[src/rtl/exc_vec_pkg.sv]
`timescale 1ns/1ps
// Package: shared constants and types for the exception vector selector.
// Assumes an 8-bit vector space and a 16-bit opword.
package exc_vec_pkg;
    localparam int VEC_W     = 8;
    localparam int OP_W      = 16;
    localparam int NUM_UNITS = 2;
    localparam int UNIT_MAC  = 0;
    localparam int UNIT_FPU  = 1;

    typedef logic [VEC_W-1:0] vec_t;

    localparam vec_t VEC_RESET  = 8'd0;
    localparam vec_t VEC_LINE_A = 8'd10;
    localparam vec_t VEC_LINE_F = 8'd11;
    localparam vec_t VEC_DBG_AD = 8'd12;
    localparam vec_t VEC_DBG_PC = 8'd13;
    localparam vec_t VEC_UNSUPP = 8'h61;

    typedef enum logic [1:0] {
        DEC_NONE,
        DEC_LINE_A,
        DEC_LINE_F,
        DEC_UNSUPP
    } dec_kind_e;
endpackage

[src/rtl/opclass_decode.sv]
`timescale 1ns/1ps
// Module: opclass_decode
// Classifies an issued opword into no exception, line-A, line-F or
// unavailable optional unit. Purely combinational.
// Assumes the opword is stable while op_valid is high.
module opclass_decode
    import exc_vec_pkg::*;
#(
    parameter logic [OP_W-1:0] MAC_MASK  = 16'hF100,
    parameter logic [OP_W-1:0] MAC_MATCH = 16'hA000,
    parameter logic [OP_W-1:0] FP_MASK   = 16'hFE00,
    parameter logic [OP_W-1:0] FP_MATCH  = 16'hF200,
    parameter logic [OP_W-1:0] SYS_MASK  = 16'hFF00,
    parameter logic [OP_W-1:0] SYS_MATCH = 16'hF400
) (
    input  logic                 op_valid,
    input  logic [OP_W-1:0]      opword,
    input  logic                 fpu_en,
    input  logic [NUM_UNITS-1:0] unit_present,
    output dec_kind_e            dec_kind
);
    localparam int NIB_LSB = OP_W - 4;

    logic [3:0] top_nib;
    logic       in_line_a;
    logic       in_line_f;
    logic       is_mac;
    logic       is_fp;
    logic       is_sys;

    // Extract the opcode space and the defined classes within it.
    always_comb begin
        top_nib   = opword[OP_W-1:NIB_LSB];
        in_line_a = (top_nib == 4'hA);
        in_line_f = (top_nib == 4'hF);
        is_mac    = in_line_a && ((opword & MAC_MASK) == MAC_MATCH);
        is_fp     = in_line_f && ((opword & FP_MASK) == FP_MATCH);
        is_sys    = in_line_f && !is_fp && ((opword & SYS_MASK) == SYS_MATCH);
    end

    // Resolve the class into one decode outcome.
    always_comb begin
        dec_kind = DEC_NONE;
        if (op_valid) begin
            if (is_mac) begin
                dec_kind = unit_present[UNIT_MAC] ? DEC_NONE : DEC_UNSUPP;
            end else if (in_line_a) begin
                dec_kind = DEC_LINE_A;
            end else if (is_fp) begin
                if (!unit_present[UNIT_FPU]) begin
                    dec_kind = DEC_UNSUPP;
                end else if (!fpu_en) begin
                    dec_kind = DEC_LINE_F;
                end
            end else if (in_line_f && !is_sys) begin
                dec_kind = DEC_LINE_F;
            end
        end
    end
endmodule

[src/rtl/bkpt_tracker.sv]
`timescale 1ns/1ps
// Module: bkpt_tracker
// Turns breakpoint trigger pulses into a debug request carrying the
// breakpoint type. Handles two-level arming and keeps a fired request
// pending until the arbiter takes it; a newer event overwrites the type.
// Assumes trigger inputs are single-cycle pulses.
module bkpt_tracker (
    input  logic clk,
    input  logic rst_n,
    input  logic bkpt_pc,
    input  logic bkpt_addr,
    input  logic two_level,
    input  logic taken,
    output logic dbg_req,
    output logic dbg_is_pc
);
    logic armed;
    logic pend;
    logic pend_pc;
    logic any_evt;
    logic fire_now;
    logic arm_now;

    // Decide whether this cycle's event arms or fires the trigger.
    always_comb begin
        any_evt   = bkpt_pc || bkpt_addr;
        fire_now  = any_evt && (!two_level || armed);
        arm_now   = any_evt && two_level && !armed;
        dbg_req   = fire_now || pend;
        dbg_is_pc = fire_now ? bkpt_pc : pend_pc;
    end

    // Track the first level of a two-level trigger.
    always_ff @(posedge clk) begin
        if (!rst_n) begin
            armed <= 1'b0;
        end else if (!two_level) begin
            armed <= 1'b0;
        end else if (arm_now) begin
            armed <= 1'b1;
        end else if (fire_now) begin
            armed <= 1'b0;
        end
    end

    // Hold a fired request that the arbiter could not take yet.
    always_ff @(posedge clk) begin
        if (!rst_n) begin
            pend    <= 1'b0;
            pend_pc <= 1'b0;
        end else if (taken) begin
            pend    <= 1'b0;
            pend_pc <= 1'b0;
        end else if (fire_now) begin
            pend    <= 1'b1;
            pend_pc <= bkpt_pc;
        end
    end
endmodule

[src/rtl/por_delay.sv]
`timescale 1ns/1ps
// Module: por_delay
// Raises a reset exception request DELAY edges after reset release and
// drops it once the arbiter has taken it. DELAY = 0 requests at once.
// Assumes taken is only asserted while por_req is high.
module por_delay #(
    parameter int DELAY = 16
) (
    input  logic clk,
    input  logic rst_n,
    input  logic taken,
    output logic por_req
);
    logic done;

    // Record that the power-on reset vector has been delivered.
    always_ff @(posedge clk) begin
        if (!rst_n) begin
            done <= 1'b0;
        end else if (taken) begin
            done <= 1'b1;
        end
    end

    generate
        if (DELAY > 0) begin : g_wait
            localparam int CW = $clog2(DELAY + 1);
            localparam logic [CW-1:0] LAST = CW'(DELAY);
            logic [CW-1:0] cnt;

            // Count settling edges after reset release.
            always_ff @(posedge clk) begin
                if (!rst_n) begin
                    cnt <= '0;
                end else if (cnt != LAST) begin
                    cnt <= cnt + 1'b1;
                end
            end

            // Request once the count is complete.
            always_comb por_req = (cnt == LAST) && !done;
        end else begin : g_now
            // Request immediately after reset release.
            always_comb por_req = !done;
        end
    endgenerate
endmodule

[src/rtl/vector_arbiter.sv]
`timescale 1ns/1ps
// Module: vector_arbiter
// Ranks reset, debug and decode requests and registers the winner.
// The output holds until acknowledged, except that reset replaces any
// held non-reset vector.
// Assumes dec_kind is only meaningful when an opword is issued.
module vector_arbiter
    import exc_vec_pkg::*;
(
    input  logic      clk,
    input  logic      rst_n,
    input  logic      rst_req,
    input  logic      por_req,
    input  logic      dbg_req,
    input  logic      dbg_is_pc,
    input  dec_kind_e dec_kind,
    input  logic      exc_ack,
    output logic      exc_valid,
    output vec_t      exc_vector,
    output logic      exc_keep,
    output logic      dbg_taken,
    output logic      reset_taken
);
    logic accept;
    logic held_reset;
    logic load_reset;
    logic nxt_valid;
    vec_t nxt_vector;
    logic nxt_keep;

    // Work out whether the output register may take a new vector.
    always_comb begin
        accept      = !exc_valid || exc_ack;
        held_reset  = exc_valid && (exc_vector == VEC_RESET);
        load_reset  = (rst_req || por_req) && (accept || !held_reset);
        reset_taken = load_reset;
        dbg_taken   = !load_reset && accept && dbg_req;
    end

    // Select the next register contents by fixed priority.
    always_comb begin
        nxt_valid  = exc_valid;
        nxt_vector = exc_vector;
        nxt_keep   = exc_keep;
        if (load_reset) begin
            nxt_valid  = 1'b1;
            nxt_vector = VEC_RESET;
            nxt_keep   = 1'b0;
        end else if (accept) begin
            nxt_keep = 1'b0;
            if (dbg_req) begin
                nxt_valid  = 1'b1;
                nxt_vector = dbg_is_pc ? VEC_DBG_PC : VEC_DBG_AD;
                nxt_keep   = 1'b1;
            end else begin
                unique case (dec_kind)
                    DEC_UNSUPP: begin
                        nxt_valid  = 1'b1;
                        nxt_vector = VEC_UNSUPP;
                    end
                    DEC_LINE_A: begin
                        nxt_valid  = 1'b1;
                        nxt_vector = VEC_LINE_A;
                    end
                    DEC_LINE_F: begin
                        nxt_valid  = 1'b1;
                        nxt_vector = VEC_LINE_F;
                    end
                    default: begin
                        nxt_valid = 1'b0;
                    end
                endcase
            end
        end
    end

    // Register the presented exception.
    always_ff @(posedge clk) begin
        if (!rst_n) begin
            exc_valid  <= 1'b0;
            exc_vector <= VEC_RESET;
            exc_keep   <= 1'b0;
        end else begin
            exc_valid  <= nxt_valid;
            exc_vector <= nxt_vector;
            exc_keep   <= nxt_keep;
        end
    end
endmodule

[src/rtl/exc_vector_select.sv]
`timescale 1ns/1ps
// Module: exc_vector_select (top)
// Exception vector selector: decodes the issued opword, tracks
// breakpoint triggers, sequences the power-on reset request and
// presents one registered vector at a time to the exception sequencer.
// Assumes the sequencer acknowledges with a single-cycle exc_ack.
module exc_vector_select
    import exc_vec_pkg::*;
#(
    parameter int POR_DELAY = 16
) (
    input  logic        clk,
    input  logic        rst_n,
    input  logic        op_valid,
    input  logic [15:0] opword,
    input  logic        fpu_en,
    input  logic [1:0]  unit_present,
    input  logic        bkpt_pc,
    input  logic        bkpt_addr,
    input  logic        bkpt_two_level,
    input  logic        rst_req,
    input  logic        exc_ack,
    output logic        exc_valid,
    output logic [7:0]  exc_vector,
    output logic        exc_keep_sr_mi
);
    dec_kind_e dec_kind;
    logic      dbg_req;
    logic      dbg_is_pc;
    logic      dbg_taken;
    logic      por_req;
    logic      reset_taken;
    logic      por_taken;

    // Only credit the power-on request when it is the one pending.
    always_comb por_taken = reset_taken && por_req;

    opclass_decode u_decode (
        .op_valid     (op_valid),
        .opword       (opword),
        .fpu_en       (fpu_en),
        .unit_present (unit_present),
        .dec_kind     (dec_kind)
    );

    bkpt_tracker u_bkpt (
        .clk       (clk),
        .rst_n     (rst_n),
        .bkpt_pc   (bkpt_pc),
        .bkpt_addr (bkpt_addr),
        .two_level (bkpt_two_level),
        .taken     (dbg_taken),
        .dbg_req   (dbg_req),
        .dbg_is_pc (dbg_is_pc)
    );

    por_delay #(.DELAY(POR_DELAY)) u_por (
        .clk     (clk),
        .rst_n   (rst_n),
        .taken   (por_taken),
        .por_req (por_req)
    );

    vector_arbiter u_arb (
        .clk         (clk),
        .rst_n       (rst_n),
        .rst_req     (rst_req),
        .por_req     (por_req),
        .dbg_req     (dbg_req),
        .dbg_is_pc   (dbg_is_pc),
        .dec_kind    (dec_kind),
        .exc_ack     (exc_ack),
        .exc_valid   (exc_valid),
        .exc_vector  (exc_vector),
        .exc_keep    (exc_keep_sr_mi),
        .dbg_taken   (dbg_taken),
        .reset_taken (reset_taken)
    );
endmodule

[config.mk]
export PLATFORM = sky130hd
export DESIGN_NAME = exc_vector_select
export DESIGN_NICKNAME = d
export VERILOG_FILES = /design/src/rtl/exc_vec_pkg.sv /design/src/rtl/opclass_decode.sv /design/src/rtl/bkpt_tracker.sv /design/src/rtl/por_delay.sv /design/src/rtl/vector_arbiter.sv /design/src/rtl/exc_vector_select.sv
export SDC_FILE = /design/constraint.sdc
export NUM_CORES = 1
export LEC_CHECK = 0
export ABC_AREA = 1
export CAP_MARGIN = 20
export CORE_MARGIN = 1
export CORE_UTILIZATION = 52
export CTS_CLUSTER_DIAMETER = 40
export CTS_CLUSTER_SIZE = 28
export DETAILED_ROUTE_END_ITERATION = 8
export DONT_BUFFER_PORTS = 1
export GPL_ROUTABILITY_DRIVEN = 0
export PLACE_DENSITY = 0.67
export SLEW_MARGIN = 30
export SYNTH_ARGS = -nofsm -noshare
export SYNTH_HDL_FRONTEND = slang
export SYNTH_HIERARCHICAL = 1
export SYNTH_SLANG_ARGS = --single-unit
[constraint.sdc]
create_clock -name clk -period 2.9 [get_ports clk]
set_input_delay 0.29 -clock clk [delete_from_list [all_inputs] [get_ports clk]]
set_output_delay 0.29 -clock clk [all_outputs]
set_load 0.01 [all_outputs]
# Yosys cells after proc, flatten, opt, wreduce, memory -nomap -nowiden
# Cells that the tools add are included.
# word_totals
regBits	19
latch_bits	0
ram_bits	0
rom_bits	0
out_inout_bits	10
mem_count	0
# op_classes
addsub	1
multipliers	0
n_div	0
n_lt_le_gt_ge	0
eq_ne	10
shift	0
n_mux	19
bitwise_logic	1
n_reduce_logical	37
# ops
operator	n
$pmux W8 S3	1
$mux W2	8
$logic_and A1 B1 Y1	14
$eq A5 B5 Y1 const B	2
$mux W1	9
$eq A4 B4 Y1 const B	2
$eq A8 B8 Y1 const B	1
$logic_not A1 Y1	8
$logic_not A8 Y1	1
$mux W8	1
$eq A7 B7 Y1 const B	1
$logic_or A1 B1 Y1	6
$add A5 B1 Y5 const B	1
$ne A5 B5 Y1 const B	1
$eq A2 B2 Y1 const B	2
$reduce_and A2 Y1	2
$reduce_bool A2 Y1	2
$reduce_bool A4 Y1	1
$reduce_or A2 Y1	2
$reduce_or A3 Y1	1
$eq A2 B1 Y1 const B	1
$not A1 Y1	1

# Logic depth before layout (Yosys ltp)
# logic_depth
ltp_word	18
ltp_mapped	15
ltp_nobuf	15

# Cells and area by module
# Netlist, hierarchy kept.
# by_module_without_submodules
module	instances	cells_per_inst	area_per_inst_um2	seq_area_each_um2
vector_arbiter	1	73	473.0	140.1
por_delay	1	39	286.5	120.1
bkpt_tracker	1	21	150.1	60.1
opclass_decode	1	28	115.1	0.0
exc_vector_select	1	2	7.5	0.0

# Least setup slack after synthesis
# No wires, ideal clock.
# synth_path
kind	in2reg
startpoint	input port opword[15]
endpoint	register u_arb.exc_vector[5]
setup_time_ns	0.064
arrival_ns	1.541
required_time_ns	2.836
setup_slack_ns	1.295
path_stages	13
path_buffers	0
cell_sequence	nand2_1 -> nor2_1 -> nand3b_1 -> a21oi_1 -> inv_1 -> ha_1 -> nor2_2 -> nand2_2 -> nand2_2 -> nand2_1 -> nand2_1 -> inv_1 -> nor2_1
# synth_between
word_cells_on_any_way	24
classes_between	8 x eq/ne; 7 x mux; 9 x reduce/logical
# synth_lines
element	line	source
from (decl)	exc_vector_select.sv:15	input logic [15:0] opword,
$eq A7 B7 Y1 / $eq A4 B4 Y1 (equally long branches)	opclass_decode.sv:37, opclass_decode.sv:35	
$logic_and A1 B1 Y1	opclass_decode.sv:37	is_fp = in_line_f && ((opword & FP_MASK) == FP_MATCH);
$mux W2	opclass_decode.sv:49	end else if (is_fp) begin
$mux W2	opclass_decode.sv:47	end else if (in_line_a) begin
$mux W2 *	opclass_decode.sv:45	if (is_mac) begin
$mux W2 *	opclass_decode.sv:44	if (op_valid) begin
named net dec_kind[0]	exc_vector_select.sv:27	dec_kind_e dec_kind;
$eq A2 B2 Y1 / $eq A2 B1 Y1 (equally long branches)	vector_arbiter.sv:56	unique case (dec_kind)
$pmux W8 S3 / $reduce_bool A4 Y1 (equally long branches)	n/a	
$mux W8 / $reduce_and A2 Y1 (equally long branches)	n/a	
to (signal assigned)	vector_arbiter.sv:85	exc_vector <= nxt_vector;
to (decl)	vector_arbiter.sv:19	output vec_t exc_vector,
# The timed path passes the listed nets; every way through them passes the cells marked *. The select of a mux whose other input is x is not followed.
# A chain may end at the register's enable or synchronous reset.

# Worst setup path in the final report
# layout_path
startpoint	register u_por.g_wait.cnt[0]
endpoint	register u_por.done
# layout_between
elab_chain_len	5
# layout_rtl
element	line	source
from (decl)	por_delay.sv:29	logic [CW-1:0] cnt;
from (signal assigned)	por_delay.sv:36	cnt <= cnt + 1'b1;
$eq A5 B5 Y1	por_delay.sv:41	always_comb por_req = (cnt == LAST) && !done;
$logic_and A1 B1 Y1	por_delay.sv:41	
named net por_req	exc_vector_select.sv:31	logic por_req;
$logic_or A1 B1 Y1	vector_arbiter.sv:35	load_reset = (rst_req || por_req) && (accept || !held_reset);
$logic_and A1 B1 Y1	vector_arbiter.sv:35	
named net reset_taken	exc_vector_select.sv:32	logic reset_taken;
$logic_and A1 B1 Y1	exc_vector_select.sv:36	always_comb por_taken = reset_taken && por_req;
named net por_taken	exc_vector_select.sv:33	logic por_taken;
to (signal assigned)	por_delay.sv:19	done <= 1'b0;
to (signal assigned)	por_delay.sv:21	done <= 1'b1;
to (decl)	por_delay.sv:14	logic done;
# The timed path passes the listed nets, and every way through them passes these cells.

==> key figures <==
Worst setup path
  – Critical path type: reg2reg
  – Cell mode on critical path: inv_1
  – Worst path slowest cell: dfxtp_1
  – Crit-path max FO: 5
  – Reg2Reg Depth: 14
  – Startpoint types: flip-flop
  – CP Data Arrival Time: 1780 ps
  – Data required time at the worst endpoint: 3090 ps
  – Crit path capture type: flip-flop
  – Slowest stage delay, CP: between 300 and 400 ps
  – CP Cell Sequence: inv_1 > ha_1 > nand2_1 > inv_1 > nand2_1 > nor2_1 > nor2_1 > inv_1 > nand2_2 > inv_1 > nand2_1 > inv_1 > nor2_1 > nor2_1

STA
  – Fin Setup TNS: 0 ps
  – RSZ-0062 raised after global routing: no
  – Tmin final: 1580 ps
  – Final hold viol count: 0
  – Fin crit share: 0.545
  – Clock skew: 3.55 ps
  – FMAX: 0.632 GHz
  – Setup Viol. Count Final: 0
  – Fin. max-slew vios: 0

Clock tree
  – Worst skew pair latency: 290 ps
  – Clock buffer depth: 2
  – Clock Pin Slew Worst Setup and Hold Paths: 90 ps
  – PostCTS Resize Cnt: 0
  – Clock sinks: 16
  – CTS tree: done
  – Root buffer cell: clkbuf_4
  – H-tree depth: 1
  – Post CTS Setup Buffer Count: 0
  – Post-CTS Hold Fix Bufs: 0
  – Total CTS buffers: 3

Routing
  – Post-route DRC: 0
  – Router iterations before antenna repair: 4
  – First DRT Iteration DRCs: 10
  – Vias per cell: approximately 4.8
  – Via count: around 910
  – Antenna viol nets, final: 0
  – Drt total wl: between 1.5 and 2 mm
  – Avg WL per Cell: 8.95 µm

Yosys
  – Count of unique library cells instantiated by Yosys: 20
  – Avg Inst Size Synth: approximately 6.3 µm²
  – Warnings from Yosys: 6
  – #FFs+latches synth: 16
  – Synthesized area: 1030 µm²
  – Syn Inst Count: 163
  – Sequential area share after synthesis: 0.310

Die
  – Top-level I/O count: 37
  – Die area: between 2000 and 2500 µm²
  – Die Span X: roughly 47 µm
  – Die H: 46.6 µm
  – Initial Utilization: 0.573
  – FP Rows: 15
  – Core area: 1800 µm²

Cells and area
  – Fillers: 191
  – Antenna fix cells: 0
  – Layout overhead on the synthesized area: 4.73%
  – Nets: 200
  – Non-filler cells, final: between 150 and 200
  – Most common cell after layout, fill and taps aside: nand2_1
  – Layout cells sized above 1: 0.121
  – Most frequent cells in the layout: 38 x nand2_1, 33 x inv_1, 23 x nor2_1, 16 x dfxtp_1, 9 x nand3_1

Hold path
  – Class of the worst hold path: in2reg
  – Hold-critical path depth: 2

Placed design
  – Placed Cells: roughly 190
  – Port buffer count: 0
  – HPWL Detailed: 1.42 mm

Pwr
  – Sw frac: 0.288
  – Leakage: about 0.56 nW
  – Sw power: 0.138 mW
  – Clk pwr share: 0.306
  – Total internal power: 0.341 mW
  – Comb pwr share: 0.177
  – Sequential power share: 0.517
  – Peak supply drop: roughly 0.00028 V
  – Pwr Density: roughly 440 nW/µm²

Global routing
  – All-Layer GR Usage: 0.201
  – Number of global-route vias before repair: 818
  – Global-route wire length before repair: 3.06 mm
  – Largest net degree at the start of global routing: 10
  – Initial antenna violation count: 0
  – Aggregate global routing overflow: 0

Outcome
  – Status: complete, no violations

Run
  – Max Cap Viol: 0
-- power groups by stage --
stage / registers (mW) / clock network (mW) / logic [mW]
global placement: 0.252 / 0 / 0.0819
global route: 0.251 / 0.161 / 0.100
detailed placement: 0.253 / 0 / 0.0851
floorplan: 0.250 / 0 / 0.0757
CTS: 0.248 / 0.152 / 0.0856
finish: 0.248 / 0.147 / 0.0845
-- per-stage QoR --
| stage | instance area [µm²] | hold WS, ps | total power, mW | utilization | setup WS (ps) |
|---|---|---|---|---|---|
| global placement | 1040 | 395 | 0.334 | 0.580 | 1160 |
| floorplan | 1040 | 388 | 0.326 | - | 1300 |
| finish | 1080 | 99.1 | 0.479 | 0.600 | 1320 |
| global route | 1080 | 82.0 | 0.512 | 0.600 | 1100 |
| CTS | 1080 | 89.2 | 0.486 | 0.600 | 1290 |
| detailed placement | 1040 | 398 | 0.338 | 0.580 | 1070 |
-- cell usage after synthesis --
master / instances / area (µm²)
a21boi_1: 1 / 7.51
a21oi_1: 7 / 35.0
a21oi_2: 1 / 8.76
buf_4: 3 / 22.5
conb_1: 1 / 3.75
dfxtp_1: 16 / 320
ha_1: 7 / 87.6
inv_1: 33 / 124
inv_2: 3 / 11.3
nand2_1: 38 / 143
nand2_2: 8 / 50.1
nand2_4: 1 / 11.3
nand3_1: 9 / 45.0
nand3b_1: 2 / 15.0
nand4_1: 3 / 18.8
nor2_1: 23 / 86.3
nor2_2: 3 / 18.8
o21ai_0: 2 / 10.0
o21ai_1: 1 / 5.00
xnor2_1: 1 / 8.76
-- worst paths after layout --
kind	startpoint	endpoint	slack (ps)
max	u_por/g_wait.cnt[0]$_SDFFE_PN0P_	u_por/done$_SDFFE_PN0P_	1320
min	rst_n	u_arb/exc_valid$_SDFFE_PN0P_	100
max reg2reg	u_por/g_wait.cnt[0]$_SDFFE_PN0P_	u_por/done$_SDFFE_PN0P_	1320
min reg2reg	u_bkpt/pend$_SDFFE_PP0P_	u_bkpt/pend$_SDFFE_PP0P_	460
-- cells by family after synthesis --
kind of cell | after synthesis | share of synthesized area
AO/OA/AOI/OAI | 12 | 0.0642
AND/OR/NAND/NOR | 87 | 0.376
other | 1 | 0.00363
buffers and inverters | 39 | 0.153
flip-flops | 16 | 0.310
adder cells (fa/ha/maj) | 7 | 0.0848
XOR/XNOR | 1 | 0.00849
-- final cells by class --
class,count,area (µm²),share of cell area
multi-input cells,109,558,0.516
clock buffers,4,36.3,0.0336
flip-flops and latches,16,320,0.296
well taps,25,31.3,0.0289
inverters,36,135,0.125
-- state kept, by name, indices dropped and copies added, names as in the netlist --
| register | cells |
|---|---|
| u_arb/exc_keep | 1 |
| u_bkpt/armed | 1 |
| u_bkpt/pend | 1 |
| u_arb/exc_vector | 5 |
| u_por/g_wait.cnt | 5 |
| u_por/done | 1 |
| u_arb/exc_valid | 1 |
| u_bkpt/pend_pc | 1 |
-- worst max-delay path: cells and delay by family, from the launching register on --
kind	cells	cell delay (ps)
simple gates	8	600
flops	1	380
buf+inv	5	300
fa+ha+maj	1	200
-- routing by layer --
layer / share of wire / GRT usage
met2: 0.46 / 0.342
met5: 0 / 0
met3: 0.066 / 0.0784
met4: 0.015 / 0.0882
met1: 0.46 / 0.218
Power figures use the tool's default switching activity.
